===== src/rtl/sdiv_pkg.sv =====
package sdiv_pkg;

    localparam int unsigned DEF_W = 32;

    typedef struct packed {
        logic lt;
        logic gt;
        logic eq;
        logic so;
    } cond_t;

    typedef enum logic {
        OP_NORMAL = 1'b0,
        OP_FORCED = 1'b1
    } op_kind_e;

    function automatic cond_t make_cond(input logic neg, input logic zero,
                                        input logic forced, input logic so_v);
        cond_t c;
        c.so = so_v;
        if (forced) begin
            c.lt = 1'b1;
            c.gt = 1'b0;
            c.eq = 1'b0;
        end else begin
            c.lt = neg;
            c.eq = zero;
            c.gt = !neg && !zero;
        end
        return c;
    endfunction

endpackage


===== src/rtl/sdiv_classify.sv =====
module sdiv_classify
    import sdiv_pkg::*;
#(
    parameter int unsigned W = DEF_W
) (
    input  logic [W-1:0] num,
    input  logic [W-1:0] den,
    output op_kind_e     kind,
    output logic [W-1:0] num_mag,
    output logic [W-1:0] den_mag,
    output logic         neg
);
    localparam logic [W-1:0] MOST_NEG = {1'b1, {(W-1){1'b0}}};

    logic den_zero, den_m1, num_min;

    always_comb begin
        den_zero = (den == '0);
        den_m1   = (den == '1);
        num_min  = (num == MOST_NEG);
        kind     = (den_zero || (num_min && den_m1)) ? OP_FORCED : OP_NORMAL;
        num_mag  = num[W-1] ? (~num + 1'b1) : num;
        den_mag  = den[W-1] ? (~den + 1'b1) : den;
        neg      = num[W-1] ^ den[W-1];
    end
endmodule


===== src/rtl/sdiv_iter.sv =====
module sdiv_iter
    import sdiv_pkg::*;
#(
    parameter int unsigned W = DEF_W
) (
    input  logic         clk,
    input  logic         rst,
    input  logic         load,
    input  logic [W-1:0] num_mag,
    input  logic [W-1:0] den_mag,
    output logic         busy,
    output logic         last,
    output logic [W-1:0] q_next
);
    localparam int unsigned CW = (W > 1) ? $clog2(W) : 1;
    localparam logic [CW-1:0] LAST_STEP = CW'(W - 1);

    logic [W:0]    rem_q, rem_d;
    logic [W-1:0]  quo_q, quo_d;
    logic [W-1:0]  den_q;
    logic [CW-1:0] cnt_q;

    logic [W:0] shifted, trial;

    always_comb begin
        shifted = {rem_q[W-1:0], quo_q[W-1]};
        trial   = shifted - {1'b0, den_q};
        if (!trial[W]) begin
            rem_d = trial;
            quo_d = {quo_q[W-2:0], 1'b1};
        end else begin
            rem_d = shifted;
            quo_d = {quo_q[W-2:0], 1'b0};
        end
        last   = busy && (cnt_q == LAST_STEP);
        q_next = quo_d;
    end

    always_ff @(posedge clk) begin
        if (rst) begin
            busy  <= 1'b0;
            cnt_q <= '0;
            rem_q <= '0;
            quo_q <= '0;
            den_q <= '0;
        end else if (load) begin
            busy  <= 1'b1;
            cnt_q <= '0;
            rem_q <= '0;
            quo_q <= num_mag;
            den_q <= den_mag;
        end else if (busy) begin
            rem_q <= rem_d;
            quo_q <= quo_d;
            cnt_q <= cnt_q + 1'b1;
            if (cnt_q == LAST_STEP) begin
                busy <= 1'b0;
            end
        end
    end


    load_start_chk: assert property (@(posedge clk) disable iff (rst)
        load |=> (busy && cnt_q == '0));


    busy_len_chk: assert property (@(posedge clk) disable iff (rst)
        $fell(busy) |-> $past(cnt_q) == LAST_STEP);
endmodule


===== src/rtl/sdiv_result.sv =====
module sdiv_result
    import sdiv_pkg::*;
#(
    parameter int unsigned W = DEF_W
) (
    input  logic         clk,
    input  logic         rst,
    input  logic         fire_forced,
    input  logic         fire_norm,
    input  logic [W-1:0] q_norm,
    input  logic         ov_en_op,
    input  logic         rec_op,
    input  logic         so_clr,
    output logic         done,
    output logic [W-1:0] quotient,
    output logic         ov,
    output logic         so,
    output cond_t        cond
);
    localparam logic [W-1:0] MOST_NEG = {1'b1, {(W-1){1'b0}}};

    logic         complete, ov_new, so_base, so_new;
    logic [W-1:0] res;
    cond_t        cond_new;

    always_comb begin
        complete = fire_forced || fire_norm;
        res      = fire_forced ? MOST_NEG : q_norm;
        ov_new   = fire_forced && ov_en_op;
        so_base  = so && !so_clr;
        so_new   = so_base || ov_new;
        cond_new = make_cond(res[W-1], res == '0, fire_forced, so_new);
    end

    always_ff @(posedge clk) begin
        if (rst) begin
            done     <= 1'b0;
            quotient <= '0;
            ov       <= 1'b0;
            so       <= 1'b0;
            cond     <= '0;
        end else begin
            done <= complete;
            so   <= complete ? so_new : so_base;
            if (complete) begin
                quotient <= res;
                ov       <= ov_new;
                cond     <= rec_op ? cond_new : '0;
            end
        end
    end


    ov_value_chk: assert property (@(posedge clk) disable iff (rst)
        (done && ov) |-> (quotient == MOST_NEG && so));


    so_hold_chk: assert property (@(posedge clk) disable iff (rst)
        (so && !so_clr) |=> so);


    cond_onehot_chk: assert property (@(posedge clk) disable iff (rst)
        (done && cond != '0) |-> ($countones({cond.lt, cond.gt, cond.eq}) == 1));


    cond_so_chk: assert property (@(posedge clk) disable iff (rst)
        (done && cond != '0) |-> (cond.so == so));
endmodule


===== src/rtl/sdiv_unit.sv =====
module sdiv_unit
    import sdiv_pkg::*;
#(
    parameter int unsigned W = DEF_W
) (
    input  logic         clk,
    input  logic         rst,
    input  logic         start,
    input  logic [W-1:0] dividend,
    input  logic [W-1:0] divisor,
    input  logic         ov_en,
    input  logic         rec_en,
    input  logic         so_clr,
    output logic         busy,
    output logic         done,
    output logic [W-1:0] quotient,
    output logic         ov,
    output logic         so,
    output logic [3:0]   cond
);
    localparam logic [W-1:0] MOST_NEG = {1'b1, {(W-1){1'b0}}};

    op_kind_e     kind;
    logic [W-1:0] num_mag, den_mag, q_next, q_signed;
    logic         neg, last, accept, load, fire_forced;
    logic         neg_q, ov_en_q, rec_q;
    cond_t        cond_s;

    sdiv_classify #(.W(W)) u_classify (
        .num     (dividend),
        .den     (divisor),
        .kind    (kind),
        .num_mag (num_mag),
        .den_mag (den_mag),
        .neg     (neg)
    );

    always_comb begin
        accept      = start && !busy;
        fire_forced = accept && (kind == OP_FORCED);
        load        = accept && (kind == OP_NORMAL);
        q_signed    = neg_q ? (~q_next + 1'b1) : q_next;
    end

    always_ff @(posedge clk) begin
        if (rst) begin
            neg_q   <= 1'b0;
            ov_en_q <= 1'b0;
            rec_q   <= 1'b0;
        end else if (load) begin
            neg_q   <= neg;
            ov_en_q <= ov_en;
            rec_q   <= rec_en;
        end
    end

    sdiv_iter #(.W(W)) u_iter (
        .clk     (clk),
        .rst     (rst),
        .load    (load),
        .num_mag (num_mag),
        .den_mag (den_mag),
        .busy    (busy),
        .last    (last),
        .q_next  (q_next)
    );

    sdiv_result #(.W(W)) u_result (
        .clk         (clk),
        .rst         (rst),
        .fire_forced (fire_forced),
        .fire_norm   (last),
        .q_norm      (q_signed),
        .ov_en_op    (fire_forced ? ov_en : ov_en_q),
        .rec_op      (fire_forced ? rec_en : rec_q),
        .so_clr      (so_clr),
        .done        (done),
        .quotient    (quotient),
        .ov          (ov),
        .so          (so),
        .cond        (cond_s)
    );

    assign cond = cond_s;


    forced_fast_chk: assert property (@(posedge clk) disable iff (rst)
        (start && !busy && kind == OP_FORCED) |=> (done && quotient == MOST_NEG));


    busy_done_excl_chk: assert property (@(posedge clk) disable iff (rst)
        !(busy && done));


    busy_hold_chk: assert property (@(posedge clk) disable iff (rst)
        (busy && !last) |=> busy);
endmodule


===== config.mk =====
export PLATFORM = sky130hd
export DESIGN_NAME = sdiv_unit
export DESIGN_NICKNAME = d
export VERILOG_FILES = /design/src/rtl/sdiv_pkg.sv /design/src/rtl/sdiv_classify.sv /design/src/rtl/sdiv_iter.sv /design/src/rtl/sdiv_result.sv /design/src/rtl/sdiv_unit.sv
export SDC_FILE = /design/constraint.sdc
export NUM_CORES = 1
export LEC_CHECK = 0
export BUFFER_PORTS_ARGS = -buffer_cell sky130_fd_sc_hd__buf_2
export CAP_MARGIN = 25
export CORE_MARGIN = 2
export CORE_UTILIZATION = 60
export DETAILED_ROUTE_END_ITERATION = 8
export HOLD_SLACK_MARGIN = 0.06
export PLACE_DENSITY = 0.81
export SETUP_SLACK_MARGIN = 0.3
export SLEW_MARGIN = 20
export SYNTH_ARGS = -nofsm -noshare
export SYNTH_HDL_FRONTEND = slang
export SYNTH_HIERARCHICAL = 1
export SYNTH_SLANG_ARGS = --single-unit
export TNS_END_PERCENT = 30

===== constraint.sdc =====
create_clock -name clk -period 13.3 [get_ports clk]
set_input_delay 2.66 -clock clk [delete_from_list [all_inputs] [get_ports clk]]
set_output_delay 2.66 -clock clk [all_outputs]
set_load 0.02 [all_outputs]

## After elaboration in Yosys (flattened, before gate mapping)

Cells that the tools add are included.

- Register bits after elaboration: 144
- Output and inout port bits: 40
- Logic and storage cells: 65

- Multiplexer cells: 17
- Bitwise logic cells: 5
- Add/sub/neg operators: 5
- Reduce and logical (&&, ||, !) cells: 19
- Eq/ne operators: 3

Operators with widths:

| cell | number |
|---|---|
| $mux W32 | 7 |
| $add A32 B1 Y32 const B | 3 |
| $not A32 Y32 | 3 |
| $eq A32 B32 Y1 const B | 2 |
| $logic_not A32 Y1 | 2 |
| $sub A33 B32 Y33 | 1 |
| $logic_and A1 B1 Y1 | 8 |
| $mux W1 | 8 |
| $add A5 B1 Y5 const B | 1 |
| $eq A5 B5 Y1 const B | 1 |
| $logic_not A1 Y1 | 4 |
| $mux W4 | 1 |
| $logic_or A1 B1 Y1 | 3 |
| $mux W3 | 1 |
| $reduce_bool A2 Y1 | 1 |
| $reduce_or A2 Y1 | 1 |
| $not A1 Y1 | 1 |
| $xor A1 B1 Y1 | 1 |

## Logic depth before layout (Yosys ltp)

Gate-level depths: netlist (run 1).

- Depth in word-level cells: 11
- Depth in mapped cells: 21
- Mapped depth without buffers: 20

## By module

Netlist (run 1), hierarchy kept.

Modules (own cells, without submodules):

| module | times used | cells an instance | area each (um^2) |
|---|---|---|---|
| sdiv_iter | 1 | 793 | 6361.1 |
| sdiv_classify | 1 | 219 | 1522.7 |
| sdiv_result | 1 | 146 | 1461.4 |
| sdiv_unit | 1 | 114 | 879.6 |

## Worst setup path before layout (run 1)

No wires, ideal clock.

- Path type: input -> register
- Start: in divisor[0]
- End: reg u_iter.den_q[10]
- Cell stages on the path: 12
- Path slack: 7.975 ns
- Setup time: 0.128 ns
- Arrival: 5.197 ns
- Data required time: 13.172 ns
- Cell sequence: inv_1 ha_1 nor2b_1 nand4_1 clkbuf_1 nor2_1 a22o_1 nor3b_1 clkbuf_1 buf_1 mux2i_1 nor2_1

- Longest elaborated chain between the ends: 6

RTL lines:

| element | RTL line | RTL |
|---|---|---|
| start, declared | sdiv_unit.sv:10 | `input logic [W-1:0] divisor,` |
| $eq A32 B32 Y1 | sdiv_classify.sv:19 | `den_m1 = (den == '1);` |
| $logic_and A1 B1 Y1 | sdiv_classify.sv:21 | `kind = (den_zero \|\| (num_min && den_m1)) ? OP_FORCED : OP_NORMAL;` |
| $logic_or A1 B1 Y1 (*) | sdiv_classify.sv:21 |  |
| $mux W1 (*) | sdiv_classify.sv:21 |  |
| net kind | sdiv_unit.sv:23 | `op_kind_e kind;` |
| $not A1 Y1 (*) | sdiv_unit.sv:41 | `load = accept && (kind == OP_NORMAL);` |
| $logic_and A1 B1 Y1 (*) | sdiv_unit.sv:41 |  |
| net load | sdiv_unit.sv:25 | `logic neg, last, accept, load, fire_forced;` |
| end signal, assigned | sdiv_iter.sv:51 | `den_q <= den_mag;` |
| end, declared | sdiv_iter.sv:20 | `logic [W-1:0] den_q;` |

Mark *: on every way through the listed nets, which the timed path passes. The rest lies on a longest branch.
A chain may end at the register's enable or synchronous reset.

## Worst setup path in the final report (run 1)

- Start: in divisor[0]
- End: reg u_iter.rem_q[18]

- Longest elaborated chain between the ends: 7

RTL lines:

| element | RTL line | RTL |
|---|---|---|
| $eq A32 B32 Y1 | sdiv_classify.sv:19 |  |
| $logic_and A1 B1 Y1 | sdiv_classify.sv:21 |  |
| $logic_or A1 B1 Y1 (*) | sdiv_classify.sv:21 |  |
| $mux W1 (*) | sdiv_classify.sv:21 |  |
| net kind | sdiv_unit.sv:23 |  |
| $not A1 Y1 (*) | sdiv_unit.sv:41 |  |
| $logic_and A1 B1 Y1 (*) | sdiv_unit.sv:41 |  |
| net load | sdiv_unit.sv:25 |  |
| $reduce_or A2 Y1 (no source line) (*) | n/a |  |
| end signal, assigned | sdiv_iter.sv:53 | `rem_q <= rem_d;` |
| end, declared | sdiv_iter.sv:18 | `logic [W:0] rem_q, rem_d;` |

Marks and branches as above.

==> metrics.md, run 1 <==
| Metric | Value |
|---|---|
| Outcome | `complete, no violations` |
| Unrepaired setup endpoints after global routing | `no` |
| Die X | `135 um` |
| Clock skew | `0.0156 ns` |
| Worst setup startpoint | `divisor[0]` |
| Number of global-route vias before repair | `8414` |
| Critical Path Start Type | `primary input` |
| CP max FO | `69` |
| Routed vias | `9249` |
| Num CTS Buffers | `17` |
| Final Hold Viols | `0` |
| Worst r2r src | `u_iter/quo_q[31]` |
| Ys async rst share | `0%` |
| CTS tree | `yes` |
| Worst Path Required | `13.61 ns` |
| Fillcell total | `1353` |
| Ys flop type | `dfxtp_1` |
| Sequential Area | `0.00289 mm2` |
| Post-synth top area cell | `dfxtp_1` |
| PD cells | `130 mW/mm2` |
| Post-DP HPWL | `18300 um` |
| Top-area cell type share of the netlist area | `28.2%` |
| Initial antenna violation count | `0` |
| Synth top area cells | `dfxtp_1, mux2i_1, xnor2_1` |
| Core area | `0.0166 mm2` |
| Distinct cells, synth | `63` |
| Final Cycle Share | `41.7%` |
| Worst Path Arrival | `5.85 ns` |
| Layout cells sized above 1 | `13.9%` |
| Setup crit end kind | `flip-flop` |
| H-tree level count | `4` |
| Hold Crit Class | `reg -> reg` |
| Hold buffers post-CTS | `0` |
| Mapped Avg Cell Area | `8.04 um2` |
| Port bufs | `109` |
| Clock Tree Buf Depth | `2` |
| Residual DRC | `0` |
| Slew Limit Headroom | `35.2%` |
| Final Wtd Congestion | `0.893` |
| DR vias/cell | `6.01` |
| Core Rows | `47` |
| CTS Root Cell | `clkbuf_16` |
| Commonest cells post-synth | `nor2_1, dfxtp_1, mux2i_1` |
| Die area | `0.0181 mm2` |
| Fin worst setup slack | `7.76 ns` |
| Initial DRC count | `848` |
| DRT antenna net count | `0` |
| Post-route setup TNS | `0 ns` |
| Chip Height | `135 um` |
| Area of the multi-input gates | `0.00660 mm2` |
| Total clock sinks | `144` |
| Most common cell in the synthesized netlist | `nor2_1` |
| Pre-CTS setup slack | `7.18 ns` |
| Max Clk Rate | `181 MHz` |
| Hold Startpoint | `u_result/ov` |
| Synth Register Bits | `144` |
| Power share of the sequential group | `33.7%` |
| # Post-CTS Setup Buffers | `0` |
| Register area share after synthesis | `28.2%` |
| Max Slew Vio Count | `0` |
| DR WL/cell | `16.3 um` |
| Io pins | `110` |
| Internal | `0.000929 W` |
| Final setup fails | `0` |
| Cells after Synth | `1272` |
| Fin crit period | `5.54 ns` |
| Clock transition at path regs | `0.06 ns` |
| Post-detailed-routing wire length | `25100 um` |
| Post-CTS sizing | `0` |
| Starting Density | `61.4%` |
| Leakage | `4.41 nW` |
| Synth warn | `6` |
| Slew @ Worst Pin | `0.970 ns` |
| Global route overflow | `0` |
| 1st-pass router iterations | `7` |
| Global Route Usage Sum | `28.0%` |
| Worst VDD drop | `0.101 mV` |
| Area Overhead vs Synth | `9.28%` |
| Netlist area before placement | `0.0102 mm2` |
| Max Cap Viol | `0` |
| NetSw | `0.000526 W` |
| Global-route wire length before repair | `41600 um` |
| Final net count | `1415` |
| Post-synth EDFFs | `0` |
| Sw frac | `36.2%` |
| Kind of critical path | `in -> reg` |
| Post-Syn Nets | `1381` |
| Largest net degree at the start of global routing | `96` |
| Logic pwr share | `34.0%` |
| Diode count | `0` |
| Part of the power in the clock network | `32.3%` |
| Later-pin clock latency in the skew report | `0.43 ns` |
power groups by stage:
stage / clock [W] / sequential [W] / combinational (W)
floorplan: 0 / 0.000478 / 0.000414
global placement: 0 / 0.000497 / 0.000476
detailed placement: 0 / 0.000497 / 0.000483
CTS: 0.000477 / 0.000488 / 0.000487
global route: 0.000493 / 0.000493 / 0.000546
finish: 0.000471 / 0.000490 / 0.000495
per-stage QoR:
step	power (W)	cell area, um2	util, %	std cells	hold WS (ns)
after floorplan	0.000892	10200	-	1272	0.454
after CTS	0.00145	11100	67.0	1538	0.469
after detailed placement	0.000981	10600	63.5	1506	0.460
final	0.00146	11200	67.1	1539	0.469
after global routing	0.00153	11200	67.1	1539	0.496
after global placement	0.000973	10600	63.5	1506	0.444
state kept, by name, indices dropped and copies added, names as in the netlist:
signal and count:
u_iter/rem_q 32, u_result/quotient 32, u_result/so 1, neg_q 1
u_result/ov 1, rec_q 1, u_result/done 1, u_result/cond 4
u_iter/busy 1, u_iter/cnt_q 5, ov_en_q 1, u_iter/den_q 32
u_iter/quo_q 32
area by class of cell:
cell class	instances	area share, %
multi-input cells	972	59.0
repair buffers	117	5.60
clock buffers	18	3.93
inverters	54	1.81
clock inverters	14	1.31
flip-flops and latches	144	25.8
well taps	220	2.46
routing by layer:
layer / share of wire [%] / global-route usage, % / vias up
li1: - / - / 4556
met1: 48 / 40.7 / 4301
met2: 43 / 42.6 / 370
met3: 7.4 / 5.14 / 22
met4: 1.0 / 7.60 / 0
met5: 0 / 0 / -
worst max-delay path, cell delays in order:
cell	delay, ns
buf_2	0.13
inv_1	0.07
ha_1	0.22
nor2b_1	0.15
nand4_1	0.33
nor2_1	0.10
a22o_1	0.25
nor3b_2	0.63
buf_4	0.55
buf_16	0.32
or2_2	0.25
nor2_1	0.07
o311a_1	0.10
cell usage in the layout, fill, tap and decap left out, drive strengths merged, types with 3 or more instances in the layout:
master / Yosys / final
a211oi: 4 / 4
a21o: 10 / 10
a21oi: 93 / 93
a22o: 4 / 4
a31oi: 4 / 4
a41oi: 3 / 3
and3: 9 / 9
buf: 65 / 117
clkbuf: 37 / 18
clkinv: 0 / 3
clkinvlp: 0 / 3
dfxtp: 144 / 144
ha: 38 / 38
inv: 54 / 61
mux2i: 122 / 122
nand2: 66 / 66
nand2b: 13 / 13
nand3: 30 / 30
nand4: 27 / 27
nor2: 182 / 182
nor2b: 8 / 8
nor3: 28 / 28
nor3b: 3 / 3
nor4: 24 / 24
o211ai: 11 / 11
o21ai: 74 / 74
o21bai: 3 / 3
o31ai: 21 / 21
o41ai: 29 / 29
or2: 4 / 4
or3: 13 / 13
or4: 9 / 9
xnor2: 108 / 108
xor2: 13 / 13
worst paths after layout:
kind,endpoint,slack (ns),depth (start not counted)
setup reg to reg,u_result/cond[2],8.21,19
setup / recovery,u_iter/rem_q[18],7.76,13
hold / removal,u_result/ov,0.47,2
hold reg to reg,u_result/ov,0.47,2
logic make-up after synthesis:
group | after synthesis | synth area share [%]
buffers and inverters | 156 | 7.43
AO/OA/AOI/OAI | 265 | 16.3
AND/OR/NAND/NOR | 423 | 20.5
multiplexers | 124 | 12.2
flip-flops | 144 | 28.2
adder cells (fa/ha/maj) | 39 | 4.85
XOR/XNOR | 121 | 10.5
No activity file was read; power rests on OpenSTA's default activity.
==> run 2, diff against run 1 <==
--- a/config.mk
+++ b/config.mk
@@ -8,10 +8,10 @@
 export BUFFER_PORTS_ARGS = -buffer_cell sky130_fd_sc_hd__buf_2
 export CAP_MARGIN = 25
 export CORE_MARGIN = 2
-export CORE_UTILIZATION = 60
+export CORE_UTILIZATION = 54
 export DETAILED_ROUTE_END_ITERATION = 8
 export HOLD_SLACK_MARGIN = 0.06
-export PLACE_DENSITY = 0.81
+export PLACE_DENSITY = 0.77
 export SETUP_SLACK_MARGIN = 0.3
 export SLEW_MARGIN = 20
 export SYNTH_ARGS = -nofsm -noshare
==> constraint.sdc (replaced) <==
create_clock -name clk -period 4.8 [get_ports clk]
set_input_delay 0.96 -clock clk [delete_from_list [all_inputs] [get_ports clk]]
set_output_delay 0.96 -clock clk [all_outputs]
set_load 0.02 [all_outputs]
==> metrics.md, run 2 (synthesis gave the netlist of run 1 again) <==
| Metric | Value |
|---|---|
| Outcome | `complete, no violations` |
| Hold Crit Class | `reg -> reg` |
| Unrepaired setup endpoints after global routing | `no` |
| Largest net degree at the start of global routing | `65 (-32%)` |
| Max Clk Rate | `231 MHz` |
| Clock transition at path regs | `0.07 ns (about the same)` |
| Starting Density | `54.8% (-6.6 points)` |
| Critical Path Start Type | `flip-flop` |
| Number of global-route vias before repair | `8310 (-1.2%)` |
| Die area | `0.0201 mm2 (+11%)` |
| Power share of the sequential group | `33.4% (-0.3 points)` |
| Final Hold Viols | `0 (unchanged)` |
| Kind of critical path | `reg -> reg` |
| Final setup fails | `0 (unchanged)` |
| Initial DRC count | `706 (-17%)` |
| Post-DP HPWL | `18700 um (+2.1%)` |
| Post-detailed-routing wire length | `25800 um (+2.6%)` |
| Final net count | `1428 (+0.92%)` |
| Initial antenna violation count | `0 (unchanged)` |
| Fin crit period | `4.33 ns` |
| Io pins | `110 (unchanged)` |
| Port bufs | `109 (unchanged)` |
| DRT antenna net count | `0 (unchanged)` |
| Worst Path Arrival | `4.63 ns (-1.22 ns)` |
| Crit path capture | `u_result/cond[2]` |
| Worst-case reg-to-reg path depth | `21 (+2)` |
| Slew @ Worst Pin | `0.967 ns (-0.00320 ns)` |
| Worst r2r src | `u_iter/quo_q[31]` |
| Final Wtd Congestion | `0.947 (+6.0%)` |
| CTS Root Cell | `clkbuf_16` |
| Global Route Usage Sum | `25.1% (-2.9 points)` |
| Leakage | `4.50 nW (+2.1%)` |
| PD cells | `356 mW/mm2 (+170%)` |
| Die X | `142 um (+5.3%)` |
| Hold buffers post-CTS | `0 (unchanged)` |
| Global route overflow | `0 (unchanged)` |
| 1st-pass router iterations | `5 (-2)` |
| Chip Height | `142 um (+5.3%)` |
| Most frequent cells in the layout | `nor2_1, dfxtp_1, mux2i_1` |
| Logic pwr share | `36.0% (+2.0 points)` |
| Global-route wire length before repair | `41300 um (-0.60%)` |
| CP max FO | `5 (-93%)` |
| Clock Tree Buf Depth | `2 (unchanged)` |
| Max Slew Vio Count | `0 (unchanged)` |
| Residual DRC | `0 (unchanged)` |
| NetSw | `0.00151 W (+190%)` |
| Later-pin clock latency in the skew report | `0.43 ns (about the same)` |
| Slew Limit Headroom | `33.9% (-1.4 points)` |
| Total clock sinks | `144 (unchanged)` |
| Sw frac | `37.1% (+0.93 points)` |
| Routed vias | `9281 (+0.35%)` |
| Worst VDD drop | `0.297 mV (+190%)` |
| Post-route setup TNS | `0 ns (unchanged)` |
| Worst setup startpoint | `u_iter/quo_q[31]` |
| Worst Path Required | `5.10 ns (-8.51 ns)` |
| Core area | `0.0186 mm2 (+12%)` |
| Num CTS Buffers | `17 (unchanged)` |
| Setup crit end kind | `flip-flop` |
| FF-to-FF setup slack | `0.47 ns (-7.74 ns)` |
| Most common cell after layout, fill and taps aside | `nor2_1` |
| Clock skew | `0.0102 ns (-0.00532 ns)` |
| CTS tree | `yes` |
| Internal | `0.00255 W (+170%)` |
| Layout cells sized above 1 | `16.3% (+2.4 points)` |
| Area Overhead vs Synth | `11.7%` |
| DR WL/cell | `16.5 um (+0.93%)` |
| Final Cycle Share | `90.1%` |
| Final core occ | `61.3% (-5.9 points)` |
| H-tree level count | `4 (unchanged)` |
| DR vias/cell | `5.93 (-1.3%)` |
| Part of the power in the clock network | `30.7% (-1.6 points)` |
| Total chip power | `0.00406 W (+180%)` |
| Max Cap Viol | `0 (unchanged)` |
| Crit Reg-Reg Endpoint | `u_result/cond[2]` |
| Core Rows | `50 (+6.4%)` |
| Diode count | `0 (unchanged)` |
[run 2: cell count changes in the layout (fill, tap and decap cells not counted), sizes merged]
| cell | delta |
|---|---|
| buf | +13 |
| bufinv | -1 |
| clkbuf | -1 |
| clkinv | +1 |
[run 2: final cells by class]
| class | instances | area, um2 |
|---|---|---|
| Multi-Input combinational cell | 972 | 6770 |
| Clock buffer | 17 | 425 |
| Timing Repair Buffer | 130 | 723 |
| Clock inverter | 14 | 128 |
| Tap cell | 234 | 293 |
| Sequential cell | 144 | 2890 |
| Inverter | 54 | 203 |
| Fill cell | 1639 | 7220 |
[run 2: worst max-delay path: stages, from the launching register on]
cell	delay (ns)
dfxtp_1	0.35
inv_1	0.05
ha_1	0.22
fa_2	0.36
nand2b_4	0.16
a21oi_4	0.19
o21ai_2	0.12
nor3b_2	0.30
o21ai_2	0.10
a31oi_4	0.24
xor2_4	0.10
inv_1	0.07
ha_2	0.19
nor2b_4	0.15
nand4_1	0.10
buf_4	0.22
o41ai_2	0.37
xnor2_1	0.18
nor3_2	0.23
a41oi_2	0.17
nor3_4	0.23
o41ai_1	0.08
[run 2: worst min path at each step]
| stage | slack [ns] | cells after the start | startpoint | end |
|---|---|---|---|---|
| 2_1_floorplan | 0.45 | 2 | ov_en_q | ov_en_q |
| 3_3_place_gp | 0.44 | 2 | u_result/ov | u_result/ov |
| 3_5_place_dp | 0.45 | 2 | u_result/ov | u_result/ov |
| 4_1_cts | 0.46 | 2 | u_result/ov | u_result/ov |
| 5_1_grt | 0.50 | 2 | u_result/ov | u_result/ov |
| 6_report | 0.45 | 2 | u_result/ov | u_result/ov |
[run 2: per-layer routing]
layer | wire length [um] | part of all wire (%) | global-route usage [%]
met3 | 1460 | 5.7 | 3.75
met5 | 0 | 0 | 0
met1 | 12300 | 48 | 35.7
met2 | 11700 | 45 | 39.7
met4 | 314 | 1.2 | 7.11
[run 2: power groups by stage]
stage / combinational [W] / sequential (W) / clock [W]
global route: 0.00160 / 0.00136 / 0.00131
global placement: 0.00135 / 0.00137 / 0
floorplan: 0.00115 / 0.00132 / 0
CTS: 0.00139 / 0.00135 / 0.00127
finish: 0.00146 / 0.00135 / 0.00125
detailed placement: 0.00137 / 0.00138 / 0
[run 2: stage by stage]
stage / setup slack [ns] / hold WS [ns] / cells / area (um2)
after floorplan: 0.462 / 0.454 / 1272 / 10200
after global placement: 0.308 / 0.443 / 1528 / 10700
after detailed placement: 0.197 / 0.451 / 1528 / 10700
after CTS: 0.316 / 0.460 / 1561 / 11200
after global routing: 0.235 / 0.498 / 1565 / 11400
final: 0.474 / 0.454 / 1565 / 11400
[run 2: timing repair]
item / in CTS / in global routing
endpoints found under the hold margin: 0 / 0
resized for setup: 3 / 25
pin swaps: 1 / 14
setup buffers: 2 / 3
setup endpoints to repair: 2 / 2
cloned: 0 / 0
==> run 3, diff against run 2 <==
--- a/config.mk
+++ b/config.mk
@@ -8,10 +8,9 @@
 export BUFFER_PORTS_ARGS = -buffer_cell sky130_fd_sc_hd__buf_2
 export CAP_MARGIN = 25
 export CORE_MARGIN = 2
-export CORE_UTILIZATION = 54
+export CORE_UTILIZATION = 30
 export DETAILED_ROUTE_END_ITERATION = 8
 export HOLD_SLACK_MARGIN = 0.06
-export PLACE_DENSITY = 0.77
 export SETUP_SLACK_MARGIN = 0.3
 export SLEW_MARGIN = 20
 export SYNTH_ARGS = -nofsm -noshare
==> metrics.md, run 3 (synthesis gave the netlist of run 1 again) <==
| Metric | Value |
|---|---|
| Slew Limit Headroom | `42.7% (+8.8 points)` |
| Final Wtd Congestion | `0.927 (-2.1%)` |
| Fillcell total | `3519 (+110%)` |
| Worst Path Required | `5.09 ns (about the same)` |
| Final Hold Viols | `0 (unchanged)` |
| Max Cap Viol | `0 (unchanged)` |
| Clock skew | `0.0198 ns (+0.00958 ns)` |
| Post-route setup TNS | `0 ns (unchanged)` |
| PD cells | `357 mW/mm2 (+0.44%)` |
| Area after DPL | `0.0109 mm2 (+2.4%)` |
| Max Clk Rate | `234 MHz (+1.3%)` |
| Slowest-stage cell, CP | `nor4_1` |
| Chip Height | `189 um (+33%)` |
| Core Rows | `67 (+34%)` |
| Unrepaired setup endpoints after global routing | `no` |
| Slew @ Worst Pin | `0.860 ns (-0.107 ns)` |
| Setup crit end kind | `flip-flop` |
| Clock Tree Buf Depth | `2 (unchanged)` |
| CTS Root Cell | `clkbuf_16` |
| Most crowded layer after global routing | `met2` |
| Area Overhead vs Synth | `14.5%` |
| Post-detailed-routing wire length | `27100 um (+5.3%)` |
| Global-route wire length before repair | `43600 um (+5.4%)` |
| Residual DRC | `0 (unchanged)` |
| Largest net degree at the start of global routing | `96 (+48%)` |
| Fin area | `0.0117 mm2 (+2.5%)` |
| Die X | `189 um (+33%)` |
| Most frequent cells in the layout | `nor2_1, dfxtp_1, mux2i_1` |
| Crit-path cells | `inv_1 -> ha_1 -> fa_2 -> nand2b_4 -> a21oi_2 -> o21ai_2 -> nor3b_2 -> o21ai_2 -> a31oi_4 -> xor2_4 -> buf_4 -> nor3_2 -> buf_4 -> nand3_1 -> o41ai_2 -> xnor2_1 -> nor4_1 -> nand4_1 -> nor3_4 -> o41ai_1` |
| Final setup fails | `0 (unchanged)` |
| CP peak stage delay | `0.42 ns (+0.05 ns)` |
| Leakage | `4.54 nW (+0.77%)` |
| Met1 usage | `21.4% (-14 points)` |
| Worst VDD drop | `0.243 mV (-18%)` |
| DR vias/cell | `5.13 (-13%)` |
| Most common cell after layout, fill and taps aside | `nor2_1` |
| CTS tree | `yes` |
| Worst hold margin | `0.464 ns (+0.0104 ns)` |
| Initial DRC count | `643 (-8.9%)` |
| DR WL/cell | `15.3 um (-7.3%)` |
| Global route overflow | `0 (unchanged)` |
| 1st-pass router iterations | `5 (unchanged)` |
| Post-DP HPWL | `20100 um (+7.7%)` |
| CP Buf/Inv Count | `3 (unchanged)` |
| Layout cells sized above 1 | `16.2% (-0.063 points)` |
| Io pins | `110 (unchanged)` |
| Max Slew Vio Count | `0 (unchanged)` |
| Fin crit period | `4.27 ns (-0.0544 ns)` |
| Routed vias | `9121 (-1.7%)` |
| Clock transition at path regs | `0.06 ns (about the same)` |
| Final Cycle Share | `89.0% (-1.1 points)` |
| Final net count | `1426 (-0.14%)` |
| DRT antenna net count | `0 (unchanged)` |
| Critical Path Start Type | `flip-flop` |
| Num CTS Buffers | `17 (unchanged)` |
| Global Route Usage Sum | `14.9% (-10 points)` |
| Grt met3 use | `2.14% (-1.6 points)` |
| Outcome | `complete, no violations` |
| Die area | `0.0356 mm2 (+77%)` |
| Starting Density | `30.5% (-24 points)` |
| Kind of critical path | `reg -> reg` |
| Port bufs | `109 (unchanged)` |
| M2 GR Usage | `23.1% (-17 points)` |
| CP top delay family | `simple AND/OR/NAND/NOR gates` |
| Worst Path Arrival | `4.56 ns (-0.07 ns)` |
| Initial antenna violation count | `0 (unchanged)` |
| Total clock sinks | `144 (unchanged)` |
| H-tree level count | `4 (unchanged)` |
| Finished Layout Cells | `1778 (+14%)` |
| Diode count | `0 (unchanged)` |
| Hold Crit Class | `reg -> reg` |
| Cells after DPL | `1740 (+14%)` |
| Later-pin clock latency in the skew report | `0.43 ns (about the same)` |
| Core area | `0.0335 mm2 (+80%)` |
| Number of global-route vias before repair | `8344 (+0.41%)` |
| CP max FO | `5 (unchanged)` |
==> run 3: changes by cell type in the layout (fill, tap and decap cells not counted), moves of 2 or more <==
| cell | previous run | this run |
|---|---|---|
| buf_4 | 19 | 16 |
| bufinv_16 | 0 | 2 |
| clkinvlp_4 | 3 | 1 |
| dfxtp_1 | 143 | 141 |
| dfxtp_2 | 0 | 2 |
| o41ai_1 | 18 | 20 |
| o41ai_2 | 9 | 7 |
==> run 3: cell type report <==
type                       instances  area (um2)  share of cell area [%]
multi-input combinational        972        6750                    57.6
clock buffer                      17         425                    3.63
tap                              448         561                    4.79
sequential                       144        2890                    24.7
clock inverter                    15         174                    1.49
inverter                          54         203                    1.73
timing repair buffer             128         709                    6.06
==> run 3: timing repair <==
item | in CTS | in global routing
resized for setup | 8 | 20
endpoints found under the hold margin | 0 | 0
endpoints found under the setup margin | 2 | 2
buffers inserted | 2 | 3
gates cloned | 0 | 0
hold buffers | 0 | 0
pin swaps | 2 | 13
==> run 3: path summary, 6_finish.rpt <==
check | from | endpoint | slack [ns] | cells after the start
worst max register to register | u_iter/quo_q[31] | u_result/cond[2] | 0.53 | 20
worst min-delay path | u_result/ov | u_result/ov | 0.46 | 2
worst max-delay path | u_iter/quo_q[31] | u_result/cond[2] | 0.53 | 20
worst min register to register | u_result/ov | u_result/ov | 0.46 | 2
==> run 3: through the flow <==
stage               worst slack [ns]  utilization [%]  total power, W
global route                   0.299             34.9         0.00441
floorplan                      0.462                -         0.00247
finish                         0.528             34.9         0.00418
global placement              0.0904             32.5         0.00274
detailed placement           -0.0179             32.5         0.00276
CTS                            0.326             34.5         0.00416
==> run 3: worst register-to-register path, delay by kind of cell, from the launching register on <==
kind	cells	cell delay, ns
simple gates	7	1.57
compound gates	6	1.02
fa+ha+maj	2	0.59
buf+inv	3	0.37
flops	1	0.34
xor+xnor	2	0.26
==> run 3: routing by layer <==
layer / part of all wire [%] / vias to the layer above
met3: 3.7 / 26
met1: 51 / 4323
li1: - / 4578
met5: 0 / -
met2: 44 / 194
met4: 1.5 / 0
==> run 3: power by group <==
| group | switching [W] | leakage [nW] | total, W | internal [W] |
|---|---|---|---|---|
| clock | 0.000576 | 0.295 | 0.00136 | 0.000784 |
| combinational | 0.000848 | 3.07 | 0.00146 | 0.000617 |
| sequential | 0.0000944 | 1.18 | 0.00136 | 0.00126 |
| total | 0.00152 | 4.54 | 0.00418 | 0.00266 |
